<file path="src/rtl/rrd_pkg.sv">
package rrd_pkg;

    typedef enum logic [2:0] {
        ST_IDLE = 3'd0,
        ST_REQ  = 3'd1,
        ST_HELD = 3'd2,
        ST_PACE = 3'd3,
        ST_DONE = 3'd4
    } rrd_state_t;

endpackage

</file>
<file path="src/rtl/rrd_pacer.sv">
module rrd_pacer #(
    parameter int DIV = 40
) (
    input  logic clk,
    input  logic rst_n,
    output logic tick
);
    // DIV must be at least 2
    localparam int CW = (DIV > 1) ? $clog2(DIV) : 1;
    localparam logic [CW-1:0] LAST = CW'(DIV - 1);

    logic [CW-1:0] cnt_q;

    always_ff @(posedge clk or negedge rst_n) begin
        if (!rst_n) begin
            cnt_q <= '0;
        end else if (cnt_q == LAST) begin
            cnt_q <= '0;
        end else begin
            cnt_q <= cnt_q + 1'b1;
        end
    end

    assign tick = (cnt_q == LAST);

    // the tick lasts one clock only
    a_r7_tick_single: assert property (@(posedge clk) disable iff (!rst_n)
        tick |=> !tick);

endmodule

</file>
<file path="src/rtl/rrd_addr_ctr.sv">
module rrd_addr_ctr #(
    parameter int AW = 12
) (
    input  logic          clk,
    input  logic          rst_n,
    input  logic          load,
    input  logic          capture,
    input  logic          step,
    input  logic [AW-1:0] stop_addr,
    input  logic [AW:0]   xfer_len,
    output logic [AW-1:0] rd_addr,
    output logic          last_word
);
    logic [AW-1:0] addr_q;
    logic [AW:0]   cnt_q;
    logic [AW:0]   len_q;

    always_ff @(posedge clk or negedge rst_n) begin
        if (!rst_n) begin
            addr_q <= '0;
            cnt_q  <= '0;
            len_q  <= '0;
        end else begin
            if (load) begin
                addr_q <= stop_addr;
                cnt_q  <= '0;
            end else if (step) begin
                addr_q <= addr_q + 1'b1;
                cnt_q  <= cnt_q + 1'b1;
            end
            if (capture) begin
                len_q <= xfer_len;
            end
        end
    end

    assign rd_addr   = addr_q;
    assign last_word = (cnt_q == len_q - 1'b1);

    // the accepting edge freezes the stop address as the first read address
    a_r2_first_addr: assert property (@(posedge clk) disable iff (!rst_n)
        capture |=> rd_addr == $past(stop_addr));

    // a completed word advances the address by exactly one, modulo the depth
    a_r6_addr_step: assert property (@(posedge clk) disable iff (!rst_n)
        (step && !load) |=> rd_addr == AW'($past(rd_addr) + 1'b1));

endmodule

</file>
<file path="src/rtl/rrd_fsm.sv">
module rrd_fsm
    import rrd_pkg::*;
(
    input  logic clk,
    input  logic rst_n,
    input  logic clr_n,
    input  logic eor,
    input  logic dma_ack,
    input  logic tick,
    input  logic last_word,
    output logic dma_req,
    output logic acq_oe,
    output logic done,
    output logic fetch_win,
    output logic load,
    output logic capture,
    output logic step
);
    rrd_state_t state_q;
    rrd_state_t state_d;

    always_ff @(posedge clk or negedge rst_n) begin
        if (!rst_n) begin
            state_q <= ST_IDLE;
        end else begin
            state_q <= state_d;
        end
    end

    always_comb begin
        state_d = state_q;
        if (!clr_n) begin
            state_d = ST_IDLE;
        end else begin
            unique case (state_q)
                ST_IDLE: if (eor)      state_d = ST_REQ;
                ST_REQ:  if (dma_ack)  state_d = ST_HELD;
                ST_HELD: if (!dma_ack) state_d = last_word ? ST_DONE : ST_PACE;
                ST_PACE: if (tick)     state_d = ST_REQ;
                ST_DONE:               state_d = ST_DONE;
                default:               state_d = ST_IDLE;
            endcase
        end
    end

    always_comb begin
        dma_req   = 1'b0;
        acq_oe    = 1'b0;
        done      = 1'b0;
        fetch_win = 1'b0;
        load      = 1'b0;
        capture   = 1'b0;
        step      = 1'b0;
        unique case (state_q)
            ST_IDLE: begin
                acq_oe  = 1'b1;
                load    = 1'b1;
                capture = eor;
            end
            ST_REQ: begin
                dma_req   = 1'b1;
                fetch_win = 1'b1;
            end
            ST_HELD: begin
                fetch_win = 1'b1;
                step      = !dma_ack && clr_n;
            end
            ST_PACE: ;
            ST_DONE: done = 1'b1;
            default: ;
        endcase
    end

    // an acknowledged request is withdrawn on the next edge
    a_r6_req_drop: assert property (@(posedge clk) disable iff (!rst_n)
        (dma_req && dma_ack) |=> !dma_req);

    // the sample bus is never driven while the host is being asked
    a_r3_bus_exclusive: assert property (@(posedge clk) disable iff (!rst_n)
        !(acq_oe && dma_req));

    // a finished readout stays finished and silent until cleared
    a_r8_done_sticky: assert property (@(posedge clk) disable iff (!rst_n)
        (done && clr_n) |=> (done && !dma_req));

    // the clear always lands in idle
    a_r9_clear_idle: assert property (@(posedge clk) disable iff (!rst_n)
        !clr_n |=> (acq_oe && !done && !dma_req));

endmodule

</file>
<file path="src/rtl/rec_readout_dma.sv">
module rec_readout_dma #(
    parameter int AW       = 12,
    parameter int BW       = 8,
    parameter int PACE_DIV = 40
) (
    input  logic            clk,
    input  logic            rst_n,
    input  logic            clr_n,
    input  logic            eor,
    input  logic [AW-1:0]   stop_addr,
    input  logic [AW:0]     xfer_len,
    input  logic            dma_ack,
    input  logic [BW-1:0]   ch1_byte,
    input  logic [BW-1:0]   ch2_byte,
    output logic            dma_req,
    output logic            bus_oe,
    output logic            acq_oe,
    output logic            done,
    output logic [AW-1:0]   rd_addr,
    output logic [2*BW-1:0] data_out
);
    localparam int WW = 2 * BW;

    logic tick;
    logic last_word;
    logic fetch_win;
    logic load;
    logic capture;
    logic step;

    rrd_pacer #(.DIV(PACE_DIV)) u_pacer (
        .clk   (clk),
        .rst_n (rst_n),
        .tick  (tick)
    );

    rrd_addr_ctr #(.AW(AW)) u_addr (
        .clk       (clk),
        .rst_n     (rst_n),
        .load      (load),
        .capture   (capture),
        .step      (step),
        .stop_addr (stop_addr),
        .xfer_len  (xfer_len),
        .rd_addr   (rd_addr),
        .last_word (last_word)
    );

    rrd_fsm u_fsm (
        .clk       (clk),
        .rst_n     (rst_n),
        .clr_n     (clr_n),
        .eor       (eor),
        .dma_ack   (dma_ack),
        .tick      (tick),
        .last_word (last_word),
        .dma_req   (dma_req),
        .acq_oe    (acq_oe),
        .done      (done),
        .fetch_win (fetch_win),
        .load      (load),
        .capture   (capture),
        .step      (step)
    );

    // The acknowledge itself opens the host-side latch
    assign bus_oe   = dma_ack && fetch_win;
    assign data_out = bus_oe ? {ch1_byte, ch2_byte} : WW'(0);

    // a request that is being acknowledged must drive the host bus
    a_r4_ack_opens_bus: assert property (@(posedge clk) disable iff (!rst_n)
        (dma_req && dma_ack) |-> bus_oe);

    // no host bus drive while the acquisition side owns the samples
    a_r3_no_double_drive: assert property (@(posedge clk) disable iff (!rst_n)
        !(bus_oe && acq_oe));

endmodule

</file>
<file path="config.mk">
export PLATFORM = sky130hd
export DESIGN_NAME = rec_readout_dma
export DESIGN_NICKNAME = d
export VERILOG_FILES = /design/src/rtl/rrd_pkg.sv /design/src/rtl/rrd_pacer.sv /design/src/rtl/rrd_addr_ctr.sv /design/src/rtl/rrd_fsm.sv /design/src/rtl/rec_readout_dma.sv
export SDC_FILE = /design/constraint.sdc
export NUM_CORES = 1
export LEC_CHECK = 0
export BUFFER_PORTS_ARGS = -buffer_cell sky130_fd_sc_hd__buf_2
export CAP_MARGIN = 40
export CORE_MARGIN = 1
export CORE_UTILIZATION = 53
export DETAILED_ROUTE_END_ITERATION = 10
export PLACE_DENSITY = 0.81
export SLEW_MARGIN = 10
export SYNTH_ARGS = -nofsm -noshare
export SYNTH_HDL_FRONTEND = slang
export SYNTH_HIERARCHICAL = 1
export SYNTH_SLANG_ARGS = --single-unit
</file>
<file path="constraint.sdc">
create_clock -name clk -period 3.18 [get_ports clk]
set_clock_uncertainty 0.15 [all_clocks]
set_input_delay 0.318 -clock clk [delete_from_list [all_inputs] [get_ports clk]]
set_output_delay 0.318 -clock clk [all_outputs]
set_load 0.02 [all_outputs]
</file>
Word-level counts from Yosys, hierarchy flattened
Cells that the tools add are included.
{"block": "op_classes", "n_addsub": 4, "n_eq_ne": 10, "n_mux": 19, "n_reduce_logical": 7}
{"op": "2-to-1 mux 13 bit", "n": 2}
{"op": "2-to-1 mux 12 bit", "n": 2}
{"op": "2-to-1 mux 3 bit", "n": 6}
{"op": "2-to-1 mux 16 bit", "n": 1}
{"op": "one-hot mux 3 bit (5 select lines)", "n": 1}
{"op": "adder 13 x 1 -> 13 bit (second input constant)", "n": 1}
{"op": "equality test 13 bit", "n": 1}
{"op": "subtractor 13 x 1 -> 13 bit (second input constant)", "n": 1}
{"op": "adder 12 x 1 -> 12 bit (second input constant)", "n": 1}
{"op": "!= test 3 bit (second input constant)", "n": 4}
{"op": "adder 6 x 1 -> 6 bit (second input constant)", "n": 1}
{"op": "equality test 3 x 2 -> 1 bit (second input constant)", "n": 2}
{"op": "equality test 6 bit (second input constant)", "n": 1}
{"op": "2-to-1 mux 1 bit", "n": 6}
{"op": "2-to-1 mux 6 bit", "n": 1}
{"op": "AND reduction 4 bit", "n": 1}
{"op": "equality test 3 x 1 -> 1 bit (second input constant)", "n": 1}
{"op": "equality test 3 bit (second input constant)", "n": 1}
{"op": "logical NOT 3 bit", "n": 1}
{"op": "logical AND 1 bit", "n": 2}
{"op": "nonzero test 2 bit", "n": 1}
{"op": "OR reduction 2 bit", "n": 1}
{"op": "logical NOT 1 bit", "n": 1}
{"block": "totals", "ff_bits": 47}

Longest topological paths before layout
Gate-level depths: netlist of the first run.
{"block": "logic_depth", "ltp_word": 6, "ltp_mapped": 11}

Modules after synthesis
The synthesis of the first run kept the hierarchy.
{"module": "rrd_addr_ctr", "n_inst": 1, "cells_each": 227, "area_per_inst_um2": 2189.6}
{"module": "rrd_pacer", "n_inst": 1, "cells_each": 21, "area_per_inst_um2": 255.2}
{"module": "rrd_fsm", "n_inst": 1, "cells_each": 29, "area_per_inst_um2": 239.0}
{"module": "rec_readout_dma", "n_inst": 1, "cells_each": 19, "area_per_inst_um2": 135.1}

Worst setup path before layout of the first run
No wires, ideal clock.
{"block": "synth_timing", "kind": "register to register", "startpoint": "reg u_addr.len_q[0]", "endpoint": "reg u_fsm.state_q[2]", "setup_time_ns": 0.080, "arrival_ns": 2.522, "required_time_ns": 2.950, "path_slack_ns": 0.428, "stages_incl_launch_ff": 12, "cell_sequence": "dfrtp_1 -> inv_1 -> ha_1 -> buf_2 -> or4b_4 -> xnor2_1 -> o22ai_1 -> a221oi_1 -> a2111oi_2 -> nor4bb_1 -> a21oi_1 -> nor3b_2"}
{"block": "synth_via", "elab_chain_len": 6}
{"element": "from (decl)", "line": "rrd_addr_ctr.sv:16", "text": "logic [AW:0] len_q;"}
{"element": "from (signal assigned)", "line": "rrd_addr_ctr.sv:32", "text": "len_q <= xfer_len;"}
{"element": "subtractor 13 x 1 -> 13 bit", "line": "rrd_addr_ctr.sv:38", "text": "assign last_word = (cnt_q == len_q - 1'b1);"}
{"element": "equality test 13 bit", "line": "rrd_addr_ctr.sv:38"}
{"element": "named net last_word", "line": "rec_readout_dma.sv:25", "text": "logic last_word;"}
{"element": "2-to-1 mux 3 bit (2 in series)", "line": "rrd_fsm.sv:38", "text": "ST_HELD: if (!dma_ack) state_d = last_word ? ST_DONE : ST_PACE;"}
{"element": "one-hot mux 3 bit (5 select lines)", "line": "rrd_fsm.sv:35", "text": "unique case (state_q)"}
{"element": "2-to-1 mux 3 bit", "line": "rrd_fsm.sv:32", "text": "if (!clr_n) begin"}
{"element": "to (signal assigned)", "line": "rrd_fsm.sv:26", "text": "state_q <= state_d;"}
{"element": "to (decl)", "line": "rrd_fsm.sv:19", "text": "rrd_state_t state_q;"}
The timed path passes the listed nets, and every way through them passes these cells. The select of a mux whose other input is x is not followed.
A chain may end at the register's enable or synchronous reset.

Final worst setup path of the first run
Ends and elaborated chain as after synthesis.

==> metrics.log, run 1 <==
INFO  metric layout_min_cycle_time = between 3 and 4 ns
INFO  metric synth_edf_count = 0
INFO  metric floorplan.die.width = 74.9 um
INFO  metric totalNegativeSetupSlack = 0 ns
INFO  metric fmax = ~0.33 GHz
INFO  metric tightest_slew = about 0.66 ns
INFO  metric yosys_warnings = 6
INFO  metric run_status = completed
INFO  metric cp_cell_sequence = inv_1 > ha_1 > or4b_4 > xnor2_1 > o22ai_1 > a221oi_1 > a2111oi_2 > nor4bb_1 > a21oi_1 > nor3b_2
INFO  metric fin_crit_sh = 0.944
INFO  metric critical_path.startpoint_type = flip-flop
INFO  metric cp_data_required_time = 3.26 ns
INFO  metric routed_wire_length_per_instance = ~14 um
INFO  metric post_synth_most_frequent_cells = 47 x sky130_fd_sc_hd__dfrtp_1, 26 x sky130_fd_sc_hd__nand2_1, 25 x sky130_fd_sc_hd__nor2_1
INFO  metric floorplan.die.height = approximately 75 um
INFO  metric vias = approximately 2400
INFO  metric netlist_top_cells_area = sky130_fd_sc_hd__dfrtp_1 42%, sky130_fd_sc_hd__xor2_1 7.5%, sky130_fd_sc_hd__xnor2_1 5.3%
INFO  metric clkTransAtPathRegs = about 0.09 ns
INFO  metric cts_htree_levels = 2
INFO  metric multiInputGateArea = ~1500 um^2
INFO  metric yosysUniqueCellTypes = 48
INFO  metric start_util = 0.552
INFO  metric layout-drive-gt1-share = 0.318
INFO  metric max_slew_margin = 0.557
INFO  metric place.gp.congestion = between 0.8 and 0.9
INFO  metric global_route_wire_length_before_repair = about 9300 um
INFO  metric clock_insertion_delay_worst_skew = around 0.30 ns
INFO  metric synth_largest_type_area_fraction = 0.417
INFO  metric tritoncts_clock_tree = built
INFO  metric critPathCaptureType = flip-flop
INFO  metric pwr_density_cell = approximately 440 nW/um^2
INFO  metric post_cts_resized = 0
INFO  metric critical_path.slowest_cell = sky130_fd_sc_hd__or4b_4
INFO  metric seq_area = 1180 um^2
INFO  metric final.fill_count = 422
INFO  metric detail_route.wirelength = around 5900 um
INFO  metric synth_top_flop_cell = sky130_fd_sc_hd__dfrtp_1
INFO  metric report.final.setup_viol = 0
INFO  metric antennaDiodeCount = 0
INFO  metric number_of_synthesized_register_bits = 47
INFO  metric synth.yosys.seq_area_share = 0.417
INFO  metric coreArea = 5110 um^2
INFO  metric detail_route.iter0.violations = 142
INFO  metric worst-path-buf-inv = 1
INFO  metric worst-path-max-fanout = 8
INFO  metric cap_viol_max_count = 0
INFO  metric place.port_buffers = just under 80
INFO  metric hpwlAfterDp = 4460 um
INFO  metric cts_buffers = 5
INFO  metric async_reset_ff_frac = 1.00
INFO  metric max-vdd-ir-drop = 0.288 mV
INFO  metric cpLargestDelayFamily = simple AND/OR/NAND/NOR gates
INFO  metric hold_violations = 0
INFO  metric leakage = ~1.5 nW
INFO  metric grt_ovf = 0
INFO  metric synth_cells = 296
INFO  metric hold_path_class = in -> reg
INFO  metric post_drt_antenna_nets = 0
INFO  metric boundaryPins = between 70 and 80
INFO  metric synth_top_area_cell = sky130_fd_sc_hd__dfrtp_1
INFO  metric detail_route.drc_violations = 0
INFO  metric nets = between 400 and 500
INFO  metric critical_path_data_arrival_time = between 3 and 4 ns
INFO  metric row_count = 26
INFO  metric avgSynthCellArea = between 9 and 10 um^2
INFO  metric number_of_global_route_vias_before_repair = between 2000 and 2500
INFO  metric design.die.area = 5610 um^2
INFO  metric worst_path_largest_cell_delay = just over 0.5 ns
INFO  metric grt_antenna_before_repair = 0
INFO  metric synth_nets = roughly 350
INFO  metric detail_route.vias_per_cell = ~5.5
INFO  metric numClockSinks = 47
INFO  metric synth.most_common_cell = sky130_fd_sc_hd__dfrtp_1
INFO  metric area_growth_syn_to_layout = 18.2%
INFO  metric final_max_slew_viol_count = 0
INFO  metric post_synth_instance_area = 2820 um^2
INFO  metric unrepaired_setup_endpoints_after_global_routing = false
INFO  metric grtUsageTotal = 0.223
INFO  metric ctsLongestPathBuffers = 2
INFO  metric grt_start_max_net_pins = 38
INFO  metric clockRootBuffer = sky130_fd_sc_hd__clkbuf_8
INFO  metric timing_worst_setup_path_type = reg -> reg
INFO  metric total_power_of_the_final_layout = around 1.5 mW
INFO  metric firstDrtPassIters = 4
==> sequential cells by signal, indices dropped and copies added (netlist names) <==
| signal | flops |
|---|---|
| u_fsm/state_q | 3 |
| u_pacer/cnt_q | 6 |
| u_addr/len_q | 13 |
| u_addr/rd_addr | 12 |
| u_addr/cnt_q | 13 |
==> layout make-up <==
class | instances | area share
Multi-Input combinational cell | 223 | 0.456
Sequential cell | 47 | 0.353
Timing Repair Buffer | 81 | 0.129
Tap cell | 70 | 0.0263
Clock buffer | 6 | 0.0218
Inverter | 9 | 0.0101
Clock inverter | 2 | 0.00376
==> report_power, final <==
group	internal, mW	switching, mW
Combinational	0.165	0.214
Clock	0.154	0.201
Sequential	0.652	0.0850
Total	0.970	0.500
==> layout by cell type (no fill, tap or decap), drive strengths merged, types with 2 or more instances in the layout <==
master   n
buf     80
nand4    8
inv      9
xor2    24
mux2    10
and2     3
nor3    11
nor4     2
and3    17
nand2   26
nand3   13
o211ai   2
or3      2
nor2    26
mux2i    4
dfrtp   47
a21oi   10
o21ai   20
nor3b    4
nand2b   2
clkbuf   6
ha       4
xnor2   17
==> metal layers <==
layer,share of wire,wire (um),track usage
met1,0.44,2630,0.283
met2,0.46,2750,0.369
met3,0.072,427,0.0495
met4,0.021,122,0.0901
met5,0,0,0
==> cell families after synthesis <==
group,Yosys count,synth area share
flip-flops,47,0.417
AO/OA/AOI/OAI,44,0.0977
AND/OR/NAND/NOR,120,0.237
multiplexers,14,0.0542
XOR/XNOR,41,0.127
buffers and inverters,26,0.0484
adder cells (fa/ha/maj),4,0.0178
==> path summary, 6_finish.rpt <==
kind	startpoint	endpoint	slack, ns	depth (start not counted)
hold reg to reg	u_pacer/cnt_q[0]	u_pacer/cnt_q[0]	0.34	1
hold / removal	stop_addr[8]	u_addr/rd_addr[8]	0.07	3
setup / recovery	u_addr/len_q[0]	u_fsm/state_q[2]	0.18	10
min in group asynchronous	rst_n	u_addr/len_q[6]	0.35	2
setup reg to reg	u_addr/len_q[0]	u_fsm/state_q[2]	0.18	10
max in group asynchronous	rst_n	u_addr/rd_addr[11]	2.02	3
==> metrics by stage <==
stage	util	area, um^2	hold slack (ns)	setup WS (ns)	cells
finish	0.652	3330	0.0711	0.177	438
floorplan	-	2820	-0.128	0.428	296
CTS	0.652	3330	0.0624	0.167	438
global placement	0.630	3220	0.332	0.304	428
detailed placement	0.634	3240	0.156	0.193	429
global route	0.652	3330	0.0648	0.0160	438
==> worst register-to-register path, cell delays in order (launching register included) <==
cell	delay (ns)
sky130_fd_sc_hd__dfrtp_1	0.43
sky130_fd_sc_hd__inv_1	0.09
sky130_fd_sc_hd__ha_1	0.30
sky130_fd_sc_hd__or4b_4	0.51
sky130_fd_sc_hd__xnor2_1	0.14
sky130_fd_sc_hd__o22ai_1	0.18
sky130_fd_sc_hd__a221oi_1	0.12
sky130_fd_sc_hd__a2111oi_2	0.47
sky130_fd_sc_hd__nor4bb_1	0.33
sky130_fd_sc_hd__a21oi_1	0.08
sky130_fd_sc_hd__nor3b_2	0.15
==> what timing repair did <==
action                    CTS  global route
hold buffers                1             0
buffers inserted            0             0
hold endpoints to repair   20             0
Note: power is estimated with default switching activity, not from simulation.
==> run 2: changes to the inputs <==
--- a/config.mk
+++ b/config.mk
@@ -8,11 +8,10 @@
 export BUFFER_PORTS_ARGS = -buffer_cell sky130_fd_sc_hd__buf_2
 export CAP_MARGIN = 40
 export CORE_MARGIN = 1
-export CORE_UTILIZATION = 53
+export CORE_UTILIZATION = 52
 export DETAILED_ROUTE_END_ITERATION = 10
-export PLACE_DENSITY = 0.81
+export PLACE_DENSITY = 0.8
 export SLEW_MARGIN = 10
 export SYNTH_ARGS = -nofsm -noshare
 export SYNTH_HDL_FRONTEND = slang
-export SYNTH_HIERARCHICAL = 1
 export SYNTH_SLANG_ARGS = --single-unit
==> constraint.sdc (replaced) <==
create_clock -name clk -period 3.18 [get_ports clk]
set_clock_uncertainty 0.15 [all_clocks]
set_input_delay 0.159 -clock clk [delete_from_list [all_inputs] [get_ports clk]]
set_output_delay 0.159 -clock clk [all_outputs]
set_load 0.02 [all_outputs]
==> run 2 against run 1 <==
Against the previous run:
- via count up 0.54%
- clock-buffer cell count unchanged
- fmax up 8.6%
- global-route usage up 1.7 points
- register-to-register slack better by 0.24 ns
- cell area up 5.5%
- first-iteration DRC count down 59%
- cell count up 3.9%
- clock power up 1%
- critical path depth down 2
- critical path type unchanged
==> metrics.log, run 2 <==
INFO  metric synth_nets = 336 (was 346)
INFO  metric timing.hold.worst_path_depth = 2 (was 3)
INFO  metric yosys_warnings = 0 (was 6)
INFO  metric row_count = 25 (was 26)
INFO  metric hold_path_class = in -> reg (unchanged)
INFO  metric finish.cell_count_without_fillers = 455 (was 438)
INFO  metric critical_path.slowest_cell = sky130_fd_sc_hd__or4_4 (was sky130_fd_sc_hd__or4b_4)
INFO  metric boundaryPins = 78 (unchanged)
INFO  metric grt_ovf = 0 (unchanged)
INFO  metric vias = 2418 (was 2405)
INFO  metric synth.yosys.seq_area_share = 0.435 (was 0.417)
INFO  metric place.gp.congestion = 0.824 (was 0.845)
INFO  metric number_of_global_route_vias_before_repair = 2334 (was 2084)
INFO  metric firstDrtPassIters = 4 (unchanged)
INFO  metric clockRootBuffer = sky130_fd_sc_hd__clkbuf_8 (unchanged)
INFO  metric final_max_slew_viol_count = 0 (unchanged)
INFO  metric numClockSinks = 47 (unchanged)
INFO  metric synth_largest_type_area_fraction = 0.435 (was 0.417)
INFO  metric worst-path-buf-inv = 1 (unchanged)
INFO  metric detail_route.drc_violations = 0 (unchanged)
INFO  metric critical_path.startpoint_type = flip-flop (unchanged)
INFO  metric tritoncts_clock_tree = built (unchanged)
INFO  metric post-route-cell-area = 3510 um^2 (was 3330 um^2)
INFO  metric numPlacedInstances = 423 (was 429)
INFO  metric critical_path_cell_count = 8 (was 10)
INFO  metric postLayoutCoreUtil = 0.720 (was 0.652)
INFO  metric post_cts_resized = 0 (unchanged)
INFO  metric grt_antenna_before_repair = 0 (unchanged)
INFO  metric detail_route.vias_per_cell = 5.31 (was 5.49)
INFO  metric run_status = completed (unchanged)
INFO  metric placed_cell_area = 3180 um^2 (was 3240 um^2)
INFO  metric cap_viol_max_count = 0 (unchanged)
INFO  metric layout_commonest_cell = sky130_fd_sc_hd__buf_2 (unchanged)
INFO  metric area_growth_syn_to_layout = 29.8% (was 18.2%)
INFO  metric routed_wire_length_per_instance = 13.3 um (was 13.5 um)
INFO  metric synth_cells = 286 (was 296)
INFO  metric floorplan.die.height = 74.1 um (was 74.9 um)
INFO  metric hold_violations = 0 (unchanged)
INFO  metric fin_crit_sh = 0.870 (was 0.944)
INFO  metric synth_edf_count = 0 (unchanged)
INFO  metric cts_htree_levels = 2 (unchanged)
INFO  metric critPathCaptureType = flip-flop (unchanged)
INFO  metric floorplan.die.width = 74.1 um (was 74.9 um)
INFO  metric worst_path_largest_cell_delay = 0.44 ns (was 0.51 ns)
INFO  metric grtUsageTotal = 0.239 (was 0.223)
INFO  metric avgSynthCellArea = 9.46 um^2 (was 9.52 um^2)
INFO  metric design.die.area = 5500 um^2 (was 5610 um^2)
INFO  metric antennaDiodeCount = 0 (unchanged)
INFO  metric max-vdd-ir-drop = 0.299 mV (was 0.288 mV)
INFO  metric nets = 438 (was 417)
INFO  metric post_drt_antenna_nets = 0 (unchanged)
INFO  metric mostFrequentLayoutCells = 77 x sky130_fd_sc_hd__buf_2, 47 x sky130_fd_sc_hd__dfrtp_1, 26 x sky130_fd_sc_hd__nor2_1 (was 77 x sky130_fd_sc_hd__buf_2, 47 x sky130_fd_sc_hd__dfrtp_1, 26 x sky130_fd_sc_hd__nand2_1)
INFO  metric cpLargestDelayFamily = compound AO/OA/AOI/OAI gates (was simple AND/OR/NAND/NOR gates)
INFO  metric tightest_slew = 0.655 ns (was 0.662 ns)
INFO  metric detail_route.wirelength = 6060 um (was 5930 um)
INFO  metric timing_worst_setup_path_type = reg -> reg (unchanged)
INFO  metric place.port_buffers = 77 (unchanged)
INFO  metric coreArea = 4880 um^2 (was 5110 um^2)
INFO  metric clkTransAtPathRegs = 0.08 ns (was 0.09 ns)
INFO  metric cp_data_required_time = 3.20 ns (was 3.26 ns)
INFO  metric leakage = 1.65 nW (was 1.54 nW)
INFO  metric timing.reg2reg.worst_path_depth = 8 (was 10)
INFO  metric cts_buffers = 5 (unchanged)
INFO  metric yosysUniqueCellTypes = 43 (was 48)
INFO  metric number_of_synthesized_register_bits = 47 (unchanged)
INFO  metric clock_insertion_delay_worst_skew = 0.29 ns (was 0.30 ns)
INFO  metric hpwlAfterDp = 4520 um (was 4460 um)
INFO  metric synth_top_area_cell = sky130_fd_sc_hd__dfrtp_1 (unchanged)
INFO  metric totalNegativeSetupSlack = 0 ns (unchanged)
INFO  metric netlist_top_cells_area = sky130_fd_sc_hd__dfrtp_1 43%, sky130_fd_sc_hd__xnor2_1 5.5%, sky130_fd_sc_hd__xor2_1 5.5% (was sky130_fd_sc_hd__dfrtp_1 42%, sky130_fd_sc_hd__xor2_1 7.5%, sky130_fd_sc_hd__xnor2_1 5.3%)
INFO  metric detail_route.iter0.violations = 58 (was 142)
INFO  metric layout-drive-gt1-share = 0.273 (was 0.318)
INFO  metric report.final.setup_viol = 0 (unchanged)
INFO  metric unrepaired_setup_endpoints_after_global_routing = false (unchanged)
INFO  metric cp_cell_sequence = inv_1 > ha_1 > or3b_4 > or4_4 > a2111oi_2 > o21ai_1 > a211oi_2 > o21ai_0 (was inv_1 > ha_1 > or4b_4 > xnor2_1 > o22ai_1 > a221oi_1 > a2111oi_2 > nor4bb_1 > a21oi_1 > nor3b_2)
INFO  metric pwr_density_cell = 452 nW/um^2 (was 441 nW/um^2)
INFO  metric grt_start_max_net_pins = 33 (was 38)
INFO  metric ctsLongestPathBuffers = 2 (unchanged)
INFO  metric start_util = 0.555 (was 0.552)
INFO  metric post_cts.repair.setup_buffers = 0 (unchanged)
INFO  metric max_slew_margin = 0.564 (was 0.557)
INFO  metric critical_path_data_arrival_time = 2.79 ns (was 3.08 ns)
INFO  metric async_reset_ff_frac = 1.00 (unchanged)
INFO  metric global_route_wire_length_before_repair = 10100 um (was 9330 um)
INFO  metric post_synth_instance_area = 2710 um^2 (was 2820 um^2)
INFO  metric layout_min_cycle_time = 2.77 ns (was 3.00 ns)
INFO  metric synth_top_flop_cell = sky130_fd_sc_hd__dfrtp_1 (unchanged)
INFO  metric fmax = 0.362 GHz (was 0.333 GHz)
INFO  metric post_synth_most_frequent_cells = 47 x sky130_fd_sc_hd__dfrtp_1, 26 x sky130_fd_sc_hd__nor2_1, 21 x sky130_fd_sc_hd__and2_1, 21 x sky130_fd_sc_hd__nand2_1 (was 47 x sky130_fd_sc_hd__dfrtp_1, 26 x sky130_fd_sc_hd__nand2_1, 25 x sky130_fd_sc_hd__nor2_1)
INFO  metric synth.most_common_cell = sky130_fd_sc_hd__dfrtp_1 (unchanged)
INFO  metric worst-path-max-fanout = 4 (was 8)
run 2: cell types whose count changed after synthesis, sizes merged, moves of 4 or more:
cell / before / now
and3: 17 / 12
buf: 10 / 1
xor2: 24 / 17
mux2i: 4 / 0
nand4: 8 / 4
and2: 3 / 21
nand2: 26 / 21
run 2: path summary, 6_finish.rpt:
kind,startpoint,end,slack [ns]
min in group asynchronous,rst_n,u_addr.len_q[5],0.16
min reg2reg,u_pacer.cnt_q[0],u_pacer.cnt_q[0],0.32
min,clr_n,u_fsm.state_q[2],0.01
max in group asynchronous,rst_n,u_addr.rd_addr[11],2.24
max,u_addr.len_q[0],u_fsm.state_q[0],0.41
max reg2reg,u_addr.len_q[0],u_fsm.state_q[0],0.41
run 2: logic make-up after synthesis:
kind of cell	Yosys count	synth area share
AOI/OAI and AO/OA	45	0.111
muxes	10	0.0416
xor gates and xnor gates	34	0.110
DFF	47	0.435
and+or+nand+nor	129	0.260
buffers and inverters	17	0.0240
adders and majority gates	4	0.0185
run 2: stage by stage:
stage          setup slack, ns  hold slack [ns]  total power [mW]
2_1_floorplan            0.662           -0.287              1.06
3_3_place_gp             0.550            0.204              1.20
3_5_place_dp             0.427          -0.0463              1.22
4_1_cts                  0.431          0.00309              1.60
5_1_grt                  0.286          0.00512              1.68
6_report                 0.414           0.0105              1.59
run 2: metal layers:
layer / vias up / part of all wire / track usage
met5: - / 0 / 0
met3: 5 / 0.055 / 0.0379
met2: 87 / 0.48 / 0.422
met1: 1116 / 0.46 / 0.303
met4: 0 / 0.0066 / 0.0705
li1: 1210 / - / -
run 2: timing repair:
action / 4_1_cts / 5_1_grt
hold endpoints to repair: 71 / 0
setup endpoints to repair: 0 / 0
hold buffers: 25 / 0
run 2: layout make-up:
| class | count | area (um^2) |
|---|---|---|
| multi-input combinational | 222 | 1470 |
| clock inverter | 1 | 5.00 |
| sequential | 47 | 1180 |
| clock buffer | 6 | 82.6 |
| timing repair buffer | 106 | 678 |
| tap | 67 | 83.8 |
| inverter | 6 | 22.5 |
| fill | 388 | 1370 |
run 2: report_power, final:
group / internal (mW) / switching [mW]
registers: 0.666 / 0.0999
clock network: 0.171 / 0.188
logic: 0.217 / 0.248
total: 1.05 / 0.536
run 2: worst reg2reg max path: stages (launching register included):
cell	delay, ns
sky130_fd_sc_hd__dfrtp_1	0.43
sky130_fd_sc_hd__inv_1	0.09
sky130_fd_sc_hd__ha_1	0.20
sky130_fd_sc_hd__or3b_4	0.41
sky130_fd_sc_hd__or4_4	0.44
sky130_fd_sc_hd__a2111oi_2	0.36
sky130_fd_sc_hd__o21ai_1	0.13
sky130_fd_sc_hd__a211oi_2	0.30
sky130_fd_sc_hd__o21ai_0	0.14
==> run 3: changes to the inputs <==
--- a/config.mk
+++ b/config.mk
@@ -7,10 +7,12 @@
 export LEC_CHECK = 0
 export BUFFER_PORTS_ARGS = -buffer_cell sky130_fd_sc_hd__buf_2
 export CAP_MARGIN = 40
+export CELL_PAD_IN_SITES_DETAIL_PLACEMENT = 0
+export CELL_PAD_IN_SITES_GLOBAL_PLACEMENT = 1
 export CORE_MARGIN = 1
-export CORE_UTILIZATION = 52
+export CORE_UTILIZATION = 39
 export DETAILED_ROUTE_END_ITERATION = 10
-export PLACE_DENSITY = 0.8
+export PLACE_DENSITY_LB_ADDON = 0.1
 export SLEW_MARGIN = 10
 export SYNTH_ARGS = -nofsm -noshare
 export SYNTH_HDL_FRONTEND = slang
==> run 3 against run 2 <==
Against the previous run:
- largest cell class unchanged
- global-route usage fell by 4.4 points
- die area grew 32%
- sequential share of layout area decreased by 0.20 points
- highest routed layer unchanged
- first-iteration DRC count increased by 79%
==> metrics.log, run 3 (same netlist as run 2, synthesis figures left out) <==
INFO  metric start_util = 0.414 (was 0.555)
INFO  metric detail_route.iter0.violations = 104 (was 58)
INFO  metric critical_path.startpoint_type = flip-flop (unchanged)
INFO  metric floorplan.die.height = 85.3 um (was 74.1 um)
INFO  metric fmax = 0.360 GHz (was 0.362 GHz)
INFO  metric place.gp.congestion = 0.774 (was 0.824)
INFO  metric post_cts_resized = 0 (unchanged)
INFO  metric row_count = 29 (was 25)
INFO  metric global_route_wire_length_before_repair = 11200 um (was 10100 um)
INFO  metric unrepaired_setup_endpoints_after_global_routing = false (unchanged)
INFO  metric worst-path-max-fanout = 4 (unchanged)
INFO  metric placed_cell_area = 3180 um^2 (about the same)
INFO  metric worst_path_largest_cell_delay = 0.43 ns (was 0.44 ns)
INFO  metric fin_crit_sh = 0.875 (was 0.870)
INFO  metric cap_viol_max_count = 0 (unchanged)
INFO  metric post-route-cell-area = 3530 um^2 (was 3510 um^2)
INFO  metric coreArea = 6530 um^2 (was 4880 um^2)
INFO  metric worst_slack = 0.399 ns (was 0.414 ns)
INFO  metric cts_buffers = 5 (unchanged)
INFO  metric pwr_density_cell = 448 nW/um^2 (was 452 nW/um^2)
INFO  metric mostFrequentLayoutCells = 77 x sky130_fd_sc_hd__buf_2, 47 x sky130_fd_sc_hd__dfrtp_1, 27 x sky130_fd_sc_hd__dlygate4sd3_1 (was 77 x sky130_fd_sc_hd__buf_2, 47 x sky130_fd_sc_hd__dfrtp_1, 26 x sky130_fd_sc_hd__nor2_1)
INFO  metric number_of_global_route_vias_before_repair = 2418 (was 2334)
INFO  metric detail_route.drc_violations = 0 (unchanged)
INFO  metric floorplan.die.width = 85.3 um (was 74.1 um)
INFO  metric detail_route.wirelength = 6380 um (was 6060 um)
INFO  metric clock_insertion_delay_worst_skew = 0.30 ns (was 0.29 ns)
INFO  metric clkTransAtPathRegs = 0.08 ns (about the same)
INFO  metric max_slew_margin = 0.537 (was 0.564)
INFO  metric detail_route.vias_per_cell = 5.02 (was 5.31)
INFO  metric post_drt_antenna_nets = 0 (unchanged)
INFO  metric numClockSinks = 47 (unchanged)
INFO  metric cts_hold_repair.buffers = 27 (was 25)
INFO  metric grt_start_max_net_pins = 32 (was 33)
INFO  metric layout_commonest_cell = sky130_fd_sc_hd__buf_2 (unchanged)
INFO  metric layout_min_cycle_time = 2.78 ns (was 2.77 ns)
INFO  metric grtUsageTotal = 0.195 (was 0.239)
INFO  metric hpwlAfterDp = 4610 um (was 4520 um)
INFO  metric antennaDiodeCount = 0 (unchanged)
INFO  metric ctsLongestPathBuffers = 2 (unchanged)
INFO  metric timing.hold.ws = 0.0256 ns (was 0.0105 ns)
INFO  metric critical_path_data_arrival_time = 2.81 ns (was 2.79 ns)
INFO  metric leakage = 1.65 nW (about the same)
INFO  metric boundaryPins = 78 (unchanged)
INFO  metric routed_wire_length_per_instance = 13.6 um (was 13.3 um)
INFO  metric timing_worst_setup_path_type = reg -> reg (unchanged)
INFO  metric clockRootBuffer = sky130_fd_sc_hd__clkbuf_8 (unchanged)
INFO  metric layout-drive-gt1-share = 0.270 (was 0.273)
INFO  metric hold_path_class = in -> reg (unchanged)
INFO  metric hold_violations = 0 (unchanged)
INFO  metric firstDrtPassIters = 4 (unchanged)
INFO  metric area_growth_syn_to_layout = 30.6% (was 29.8%)
INFO  metric critPathCaptureType = flip-flop (unchanged)
INFO  metric grt_antenna_before_repair = 0 (unchanged)
INFO  metric tightest_slew = 0.695 ns (was 0.655 ns)
INFO  metric final_max_slew_viol_count = 0 (unchanged)
INFO  metric cp_data_required_time = 3.21 ns (was 3.20 ns)
INFO  metric cpLargestDelayFamily = compound AO/OA/AOI/OAI gates (unchanged)
INFO  metric totalNegativeSetupSlack = 0 ns (unchanged)
INFO  metric nets = 441 (was 438)
INFO  metric max-vdd-ir-drop = 0.212 mV (was 0.299 mV)
INFO  metric post_cts.repair.setup_buffers = 0 (unchanged)
INFO  metric place.port_buffers = 77 (unchanged)
INFO  metric run_status = completed (unchanged)
INFO  metric tritoncts_clock_tree = built (unchanged)
INFO  metric grt_ovf = 0 (unchanged)
INFO  metric design.die.area = 7280 um^2 (was 5500 um^2)
INFO  metric report.final.setup_viol = 0 (unchanged)
INFO  metric vias = 2355 (was 2418)
INFO  metric critical_path.slowest_cell = sky130_fd_sc_hd__or4_4 (unchanged)
INFO  metric worst-path-buf-inv = 1 (unchanged)
INFO  metric postLayoutCoreUtil = 0.541 (was 0.720)
INFO  metric detailedPlace.worstSlack = 0.402 ns (was 0.427 ns)
INFO  metric cts_htree_levels = 2 (unchanged)
INFO  metric cp_cell_sequence = inv_1 > ha_1 > or3b_4 > or4_4 > a2111oi_2 > o21ai_1 > a211oi_2 > o21ai_0 (unchanged)
==> run 3: cell types whose count changed in the layout (fill, tap and decap cells not counted), sizes merged <==
cell and change:
clkbuf +1, dlygate4sd3 +2, buf +1
==> run 3: metal layers <==
layer | vias up | routed length [um] | part of all wire | GRT usage
met5 | - | 0 | 0 | 0
met4 | 0 | 78 | 0.012 | 0.0591
met3 | 5 | 287 | 0.045 | 0.0389
met2 | 68 | 2980 | 0.47 | 0.335
met1 | 1070 | 3030 | 0.48 | 0.250
li1 | 1212 | - | - | -
==> run 3: final timing paths <==
path                                   from                to  slack [ns]  cells past startpoint
max reg2reg                 u_addr.len_q[0]  u_fsm.state_q[0]        0.40                      8
min                                 dma_ack  u_fsm.state_q[0]        0.03                      3
min in group asynchronous             rst_n  u_addr.len_q[11]        0.28                      2
min reg2reg                u_pacer.cnt_q[0]  u_pacer.cnt_q[0]        0.33                      1
max in group asynchronous             rst_n  u_addr.cnt_q[10]        1.88                      3
max                         u_addr.len_q[0]  u_fsm.state_q[0]        0.40                      8
==> run 3: area by class of cell <==
| cell class | instances | area (um^2) |
|---|---|---|
| multi-input combinational | 222 | 1470 |
| tap | 77 | 96.3 |
| sequential | 47 | 1180 |
| clock inverter | 1 | 5.00 |
| timing repair buffer | 109 | 693 |
| clock buffer | 7 | 76.3 |
| inverter | 6 | 22.5 |
| fill | 618 | 3000 |
==> run 3: through the flow <==
step	cells	total power, mW
after floorplan	286	1.06
after global placement	434	1.22
after detailed placement	434	1.23
after CTS	469	1.61
after global routing	469	1.70
final	469	1.58
==> run 3: tightest hold or removal path, stage by stage <==
cell	delay, ns
sky130_fd_sc_hd__buf_2	0.12
sky130_fd_sc_hd__nand3b_1	0.10
sky130_fd_sc_hd__o21ai_0	0.06
==> run 3: report_power, final <==
group | switching, mW | internal, mW | total [mW] | leakage (nW)
registers | 0.0993 | 0.666 | 0.765 | 0.589
clock network | 0.196 | 0.155 | 0.351 | 0.0422
logic | 0.249 | 0.218 | 0.467 | 1.02
